**src/rtl/mrs_pkg.sv**
```systemverilog
package mrs_pkg;

    typedef enum logic [1:0] {
        OP_INV   = 2'd0,
        OP_CLEAN = 2'd1,
        OP_FLUSH = 2'd2
    } op_e;

    typedef enum logic [1:0] {
        K_LINE_CI = 2'd0,
        K_RCLEAN  = 2'd1,
        K_RINV    = 2'd2,
        K_BARRIER = 2'd3
    } kind_e;

    typedef enum logic [2:0] {
        ST_IDLE,
        ST_HEAD,
        ST_TAIL,
        ST_CLN,
        ST_INV,
        ST_BAR
    } state_e;

    typedef struct packed {
        logic do_cln;
        logic do_inv;
    } work_t;

    // Which range passes a request needs, given the override sampled with it.
    function automatic work_t work_of(op_e op, logic wt);
        work_t w;
        w.do_cln = (op != OP_INV) && !wt;
        w.do_inv = (op != OP_CLEAN);
        return w;
    endfunction

    // Entry state for the range section of a request (or the barrier).
    function automatic state_e body_state(logic body_left, work_t w);
        if (!body_left)  return ST_BAR;
        if (w.do_cln)    return ST_CLN;
        if (w.do_inv)    return ST_INV;
        return ST_BAR;
    endfunction

endpackage

```
**src/rtl/mrs_req_align.sv**
```systemverilog
module mrs_req_align #(
    parameter int ADDR_W     = 32,
    parameter int LINE_BYTES = 32
) (
    input  logic [1:0]        op,
    input  logic [ADDR_W-1:0] s_addr,
    input  logic [ADDR_W-1:0] e_addr,
    output logic [ADDR_W:0]   cur,
    output logic [ADDR_W:0]   lim,
    output logic              need_head,
    output logic              need_tail,
    output logic [ADDR_W-1:0] head_line,
    output logic [ADDR_W-1:0] tail_line
);
    localparam int LG = $clog2(LINE_BYTES);
    localparam logic [ADDR_W:0] LINE_X = (ADDR_W+1)'(LINE_BYTES);

    logic [ADDR_W:0] s_floor, e_floor, s_ceil, e_ceil;
    logic            s_part, e_part, nonempty, is_inv;

    always_comb begin
        s_part   = s_addr[LG-1:0] != '0;
        e_part   = e_addr[LG-1:0] != '0;
        s_floor  = {1'b0, s_addr[ADDR_W-1:LG], {LG{1'b0}}};
        e_floor  = {1'b0, e_addr[ADDR_W-1:LG], {LG{1'b0}}};
        s_ceil   = s_part ? s_floor + LINE_X : s_floor;
        e_ceil   = e_part ? e_floor + LINE_X : e_floor;
        nonempty = s_addr < e_addr;
        is_inv   = op == 2'd0;

        if (!nonempty) begin
            cur = '0;
            lim = '0;
        end else if (is_inv) begin
            cur = s_ceil;
            lim = e_floor;
        end else begin
            cur = s_floor;
            lim = e_ceil;
        end

        need_head = nonempty && is_inv && s_part;
        need_tail = nonempty && is_inv && e_part && !(s_part && (s_floor == e_floor));
        head_line = s_floor[ADDR_W-1:0];
        tail_line = e_floor[ADDR_W-1:0];
    end
endmodule

```
**src/rtl/mrs_chunk_calc.sv**
```systemverilog
module mrs_chunk_calc #(
    parameter int ADDR_W      = 32,
    parameter int CHUNK_BYTES = 1024,
    parameter int PAGE_BYTES  = 4096
) (
    input  logic [ADDR_W:0] cur,
    input  logic [ADDR_W:0] lim,
    output logic [ADDR_W:0] nxt
);
    localparam logic [ADDR_W:0] CHUNK_X = (ADDR_W+1)'(CHUNK_BYTES);
    localparam logic [ADDR_W:0] PAGE_M  = (ADDR_W+1)'(PAGE_BYTES - 1);

    logic [ADDR_W:0] by_size, by_page, pick;

    always_comb begin
        by_size = cur + CHUNK_X;
        by_page = (cur | PAGE_M) + 1'b1;
        pick    = (by_size < by_page) ? by_size : by_page;
        nxt     = (lim < pick) ? lim : pick;
    end
endmodule

```
**src/rtl/mrs_sequencer.sv**
```systemverilog
module mrs_sequencer
    import mrs_pkg::*;
#(
    parameter int ADDR_W     = 32,
    parameter int LINE_BYTES = 32
) (
    input  logic              clk,
    input  logic              rst,
    input  logic              req_valid,
    input  logic [1:0]        req_op,
    input  logic              wt_override,
    input  logic [ADDR_W:0]   al_cur,
    input  logic [ADDR_W:0]   al_lim,
    input  logic              al_head,
    input  logic              al_tail,
    input  logic [ADDR_W-1:0] al_head_line,
    input  logic [ADDR_W-1:0] al_tail_line,
    input  logic [ADDR_W:0]   nxt,
    output logic [ADDR_W:0]   cur_q,
    output logic [ADDR_W:0]   lim_q,
    output logic              req_ready,
    output logic              cmd_valid,
    input  logic              cmd_ready,
    output logic [1:0]        cmd_kind,
    output logic [ADDR_W-1:0] cmd_addr,
    output logic [ADDR_W-1:0] cmd_end,
    output logic              done
);
    localparam logic [ADDR_W:0] LINE_X = (ADDR_W+1)'(LINE_BYTES);

    state_e            state_q, first_st;
    work_t             work_q, work_in;
    logic              tail_q, done_q, fire;
    logic [ADDR_W-1:0] head_line_q, tail_line_q;
    logic [ADDR_W:0]   last_x;

    always_comb begin
        work_in  = work_of(op_e'(req_op), wt_override);
        if (al_head)      first_st = ST_HEAD;
        else if (al_tail) first_st = ST_TAIL;
        else              first_st = body_state(al_cur < al_lim, work_in);
        fire     = cmd_valid && cmd_ready;
    end

    always_ff @(posedge clk) begin
        if (rst) begin
            state_q     <= ST_IDLE;
            work_q      <= '0;
            tail_q      <= 1'b0;
            cur_q       <= '0;
            lim_q       <= '0;
            head_line_q <= '0;
            tail_line_q <= '0;
            done_q      <= 1'b0;
        end else begin
            done_q <= 1'b0;
            unique case (state_q)
                ST_IDLE: if (req_valid) begin
                    work_q      <= work_in;
                    tail_q      <= al_tail;
                    cur_q       <= al_cur;
                    lim_q       <= al_lim;
                    head_line_q <= al_head_line;
                    tail_line_q <= al_tail_line;
                    state_q     <= first_st;
                end
                ST_HEAD: if (fire)
                    state_q <= tail_q ? ST_TAIL : body_state(cur_q < lim_q, work_q);
                ST_TAIL: if (fire)
                    state_q <= body_state(cur_q < lim_q, work_q);
                ST_CLN: if (fire) begin
                    if (work_q.do_inv) begin
                        state_q <= ST_INV;
                    end else begin
                        cur_q   <= nxt;
                        state_q <= body_state(nxt < lim_q, work_q);
                    end
                end
                ST_INV: if (fire) begin
                    cur_q   <= nxt;
                    state_q <= body_state(nxt < lim_q, work_q);
                end
                ST_BAR: if (fire) begin
                    state_q <= ST_IDLE;
                    done_q  <= 1'b1;
                end
                default: state_q <= ST_IDLE;
            endcase
        end
    end

    always_comb begin
        last_x    = nxt - LINE_X;
        req_ready = state_q == ST_IDLE;
        cmd_valid = state_q != ST_IDLE;
        done      = done_q;
        cmd_kind  = K_BARRIER;
        cmd_addr  = '0;
        cmd_end   = '0;
        unique case (state_q)
            ST_HEAD: begin
                cmd_kind = K_LINE_CI;
                cmd_addr = head_line_q;
                cmd_end  = head_line_q;
            end
            ST_TAIL: begin
                cmd_kind = K_LINE_CI;
                cmd_addr = tail_line_q;
                cmd_end  = tail_line_q;
            end
            ST_CLN, ST_INV: begin
                cmd_kind = (state_q == ST_CLN) ? K_RCLEAN : K_RINV;
                cmd_addr = cur_q[ADDR_W-1:0];
                cmd_end  = last_x[ADDR_W-1:0];
            end
            default: ;
        endcase
    end
endmodule

```
**src/rtl/maint_range_splitter.sv**
```systemverilog
module maint_range_splitter #(
    parameter int ADDR_W      = 32,
    parameter int LINE_BYTES  = 32,
    parameter int CHUNK_BYTES = 1024,
    parameter int PAGE_BYTES  = 4096
) (
    input  logic              clk,
    input  logic              rst,
    input  logic              req_valid,
    output logic              req_ready,
    input  logic [1:0]        req_op,
    input  logic [ADDR_W-1:0] req_start,
    input  logic [ADDR_W-1:0] req_end,
    input  logic              wt_override,
    output logic              cmd_valid,
    input  logic              cmd_ready,
    output logic [1:0]        cmd_kind,
    output logic [ADDR_W-1:0] cmd_addr,
    output logic [ADDR_W-1:0] cmd_end,
    output logic              done
);
    logic [ADDR_W:0]   al_cur, al_lim, cur_q, lim_q, nxt;
    logic              al_head, al_tail;
    logic [ADDR_W-1:0] al_head_line, al_tail_line;

    mrs_req_align #(.ADDR_W(ADDR_W), .LINE_BYTES(LINE_BYTES)) u_align (
        .op        (req_op),
        .s_addr    (req_start),
        .e_addr    (req_end),
        .cur       (al_cur),
        .lim       (al_lim),
        .need_head (al_head),
        .need_tail (al_tail),
        .head_line (al_head_line),
        .tail_line (al_tail_line)
    );

    mrs_chunk_calc #(.ADDR_W(ADDR_W), .CHUNK_BYTES(CHUNK_BYTES), .PAGE_BYTES(PAGE_BYTES)) u_chunk (
        .cur (cur_q),
        .lim (lim_q),
        .nxt (nxt)
    );

    mrs_sequencer #(.ADDR_W(ADDR_W), .LINE_BYTES(LINE_BYTES)) u_seq (
        .clk          (clk),
        .rst          (rst),
        .req_valid    (req_valid),
        .req_op       (req_op),
        .wt_override  (wt_override),
        .al_cur       (al_cur),
        .al_lim       (al_lim),
        .al_head      (al_head),
        .al_tail      (al_tail),
        .al_head_line (al_head_line),
        .al_tail_line (al_tail_line),
        .nxt          (nxt),
        .cur_q        (cur_q),
        .lim_q        (lim_q),
        .req_ready    (req_ready),
        .cmd_valid    (cmd_valid),
        .cmd_ready    (cmd_ready),
        .cmd_kind     (cmd_kind),
        .cmd_addr     (cmd_addr),
        .cmd_end      (cmd_end),
        .done         (done)
    );
endmodule

```
**config.mk**
```make
export PLATFORM = sky130hd
export DESIGN_NAME = maint_range_splitter
export DESIGN_NICKNAME = d
export VERILOG_FILES = /design/src/rtl/mrs_pkg.sv /design/src/rtl/mrs_req_align.sv /design/src/rtl/mrs_chunk_calc.sv /design/src/rtl/mrs_sequencer.sv /design/src/rtl/maint_range_splitter.sv
export SDC_FILE = /design/constraint.sdc
export NUM_CORES = 1
export LEC_CHECK = 0
export BUFFER_PORTS_ARGS = -buffer_cell sky130_fd_sc_hd__buf_2
export CAP_MARGIN = 20
export CORE_ASPECT_RATIO = 0.9
export CORE_MARGIN = 10
export CORE_UTILIZATION = 38
export CTS_BUF_LIST = sky130_fd_sc_hd__clkbuf_8
export DETAILED_ROUTE_END_ITERATION = 7
export MAX_ROUTING_LAYER = met4
export SETUP_SLACK_MARGIN = 0.3
export SLEW_MARGIN = 20
export SYNTH_ARGS = -nofsm -noshare
export SYNTH_HDL_FRONTEND = slang
export SYNTH_HIERARCHICAL = 1
export SYNTH_SLANG_ARGS = --single-unit
```
**constraint.sdc**
```tcl
create_clock -name clk -period 10.56 [get_ports clk]
set_clock_uncertainty 0.05 [all_clocks]
set_input_delay 1.056 -clock clk [delete_from_list [all_inputs] [get_ports clk]]
set_output_delay 1.056 -clock clk [all_outputs]
set_load 0.02 [all_outputs]
```
==> metrics.md <==
| Metric | Value |
|---|---|
| DP Wirelength | approximately 43,000 um |
| Vias | 15,300 |
| Ys flop type | dfxtp_1 |
| Worst Tran Pin Value | 1.11 ns |
| Ratio of cells with drive above 1 in the final layout | 12.3% |
| Root buffer cell | clkbuf_8 |
| Worst Path Max Fanout | 26 |
| Tot Pwr | slightly below 5 mW |
| Boundary Pins | 140 |
| Ys async rst share | 0% |
| Count of yosys warnings during synthesis | 6 |
| Worst-path clk slew | 0.08 ns |
| Die Span Y | 210 um |
| H-tree depth | 4 |
| Hold slack | 0.407 ns |
| Num CTS Buffers | 17 |
| R2r setup slk | about 1.9 ns |
| Tmin final | just under 10 ns |
| Final worst path period share | roughly 93% |
| Layout Area Growth over Synthesis | 7.72% |
| Worst r2r dst | u_seq/state_q[1] |
| CTS tree | done |
| Site Rows | 69 |
| Share of the synthesized area in the top cell type | 18.0% |
| Initial detailed-routing violation count | 1,675 |
| Area post-placement | 0.0158 mm^2 |
| Grt total ovfl | 0 |
| Vias/cell | 5.68 |
| Core Region | 0.0395 mm^2 |
| Slowest Stage Delay on Critical Path | 0.51 ns |
| Pins over their slew limit | 0 |
| # DRC | 0 |
| Synth Area per Inst | 7.12 um^2 |
| CP max-delay cell | or4_1 |
| Yosys reg bits | 137 |
| Cells after Synth | 2,135 |
| Post-synth EDFFs | 0 |
| GRT Total Usage | 22.6% |
| R2R depth | 36 |
| Via count of the first global-routing pass | 14,300 |
| Largest net degree at the start of global routing | 101 |
| WHS Endpoint | u_seq/head_line_q[24] |
| RSZ-0062 raised after global routing | no |
| Hold Path Depth | 2 |
| Final setup viols | 0 |
| Total Nets Final | roughly 2,400 |
| Worst Setup End Kind | output port |
| Syn Std Cell Area | 0.0152 mm^2 |
| Power Dens Cells | 300 mW/mm^2 |
| Area contributors post-synth | dfxtp_1 (18%), ha_1 (15%), nand2_1 (9.6%) |
| Highest clock rate | 102 MHz |
| Fill count | 4,259 |
| Routed length per instance | a little over 20 um |
| Hold-fix buffers at CTS | 0 |
| Final setup margin | 0.774 ns |
| Sequential-to-total area share from yosys stat | a little under a fifth |
| Worst endpoint required time | 9.45 ns |
| Placed Cells | 2,657 |
| Critical path type | register to output port |
| Worst r2r src | u_seq/cur_q[12] |
| Initial Util | 38.4% |
| Setup TNS | 0 ns |
| Worst IR Drop VDD | 0.224 mV |
| Final core occ | 41.4% |
| Clock sink count | 137 |
| Final WL | 55,300 um |
| Max-Cap Viols | 0 |
| Cell Count, Final, Fillers Out | 2,695 |
| Startpoint types | register |
| Worst hold path class | register to register |
| First-pass GRT wire length | 85,100 um |
| HP Start | u_seq/head_line_q[24] |
| Port buffer count | ~140 |
| Final GP Congestion | roughly 0.94 |
| Synth cell types | 77 |
| Design area | roughly 0.016 mm^2 |
| Leakage power total | approximately 6.7 nW |
| Die ar. | 0.0484 mm^2 |
| Clk buf depth | 2 |
| Slew HR | 26.2% |
| Worst skew pair latency | around 0.48 ns |
| Status | finished, final reports clean |
| DP Worst Slack | 0.795 ns |
| Die Wd | 231 um |
| Critical path data arrival time | 8.68 ns |
| Yosys top cell by area | dfxtp_1 |
| Final hold vios | 0 |
| Post-route antenna net violation count | 0 |
| Initial antenna violation count | 2 |
| DRT Pass-1 Iters | 6 |
==> power breakdown <==
part / internal (mW) / total, mW / leakage, nW / switching (mW)
clock network: 0.283 / 0.517 / 0.235 / 0.235
logic: 1.29 / 3.50 / 5.39 / 2.21
registers: 0.653 / 0.891 / 1.13 / 0.238
==> how the worst max path moves through the flow <==
stage,startpoint,endpoint,slack [ns],cells after the start
after floorplan,u_seq/cur_q[13],cmd_end[23],2.16,32
final,u_seq/cur_q[12],cmd_end[15],0.77,34
after global routing,u_seq/cur_q[12],cmd_end[31],0.25,35
after global placement,u_seq/cur_q[13],cmd_end[31],1.04,34
after CTS,u_seq/cur_q[13],cmd_end[31],0.33,32
after detailed placement,u_seq/cur_q[14],cmd_end[31],0.80,34
==> layer usage <==
layer  vias to the layer above  global-route usage (%)  share of wire [%]
met5                         -                       -                  0
met4                         0                    5.71                1.9
met3                        59                    2.08                5.9
met2                       581                    32.1                 42
met1                      7255                    33.5                 50
li1                       7403                       -                  -
==> worst max-delay path, delay by kind of cell (launching register included) <==
family,cells,cell delay [ns]
and+or+nand+nor,15,4.06
xor gates and xnor gates,2,0.37
DFF,1,0.31
AOI/OAI and AO/OA,6,1.10
adders and majority gates,3,0.75
buffers and inverters,5,0.93
muxes,3,0.68
==> placed cells by master, fill, tap and decap left out, types with 5 or more instances in the layout <==
cell type,instances
a211oi_1,46
a21o_1,18
ha_1,176
o22ai_1,10
clkbuf_8,17
buf_2,138
nor2_1,110
a22oi_1,52
xor2_1,25
dfxtp_1,130
buf_4,29
conb_1,20
nor3_1,97
a21oi_1,177
and2_1,7
or4_1,6
xnor2_1,87
and3_1,12
inv_1,163
a221oi_1,8
nor4_1,19
mux2_2,24
o21ai_0,91
nand4_1,44
nand2_1,387
nand3_1,34
o211ai_1,10
and4_1,9
mux2i_1,78
o21a_1,6
nor2b_1,15
nand2b_1,12
a31oi_1,6
bufinv_16,5
dfxtp_2,7
==> final cells by class <==
cell class,instances,area (um^2),share of cell area (%)
sequential,137,2750,16.8
inverter,161,604,3.69
antenna,2,5.00,0.0306
multi-input combinational,1662,11000,66.9
timing repair buffer,169,935,5.71
tap,532,666,4.07
clock inverter,15,225,1.38
clock buffer,17,234,1.43
==> cells in the mapped netlist (all sizes together) (5+ instances only) <==
cell    number
xnor2       89
nor4        22
o21a         6
or3          6
nand2      389
nand4       45
a31oi        7
nor3       101
a21oi      178
a22oi       52
mux2        24
mux2i       78
inv        161
and4         9
clkbuf      87
a21o        18
a211oi      47
and2         8
nand3       34
xor2        25
o22ai       10
a221oi       8
dfxtp      137
and3        12
buf        107
nand2b      12
or4          8
ha         178
o21ai       95
nor2b       15
o31ai        5
nor2       111
o211ai      10
==> logic make-up after synthesis <==
family                     after synthesis  share of synthesized area [%]
xor gates and xnor gates               114                           6.62
AOI/OAI and AO/OA                      462                           18.7
other                                    1                         0.0247
buffers and inverters                  355                           11.1
DFF                                    137                           18.0
and+or+nand+nor                        786                           23.9
adders and majority gates              178                           14.7
muxes                                  102                           6.91
==> sequential cells by signal, summed over array words and instances, names as in the netlist <==
register and count:
u_seq/state_q 3, u_seq/tail_line_q 32, u_seq/lim_q 33, u_seq/work_q 2, u_seq/done 1, u_seq/head_line_q 32, u_seq/cur_q 33, u_seq/tail_q 1
==> repair_timing <==
item / in CTS / in global routing
gates resized for setup: 2 / 13
pin swaps: 1 / 1
endpoints found under the setup margin: 6 / 19
setup buffers: 0 / 4
Power figures use the tool's default switching activity.
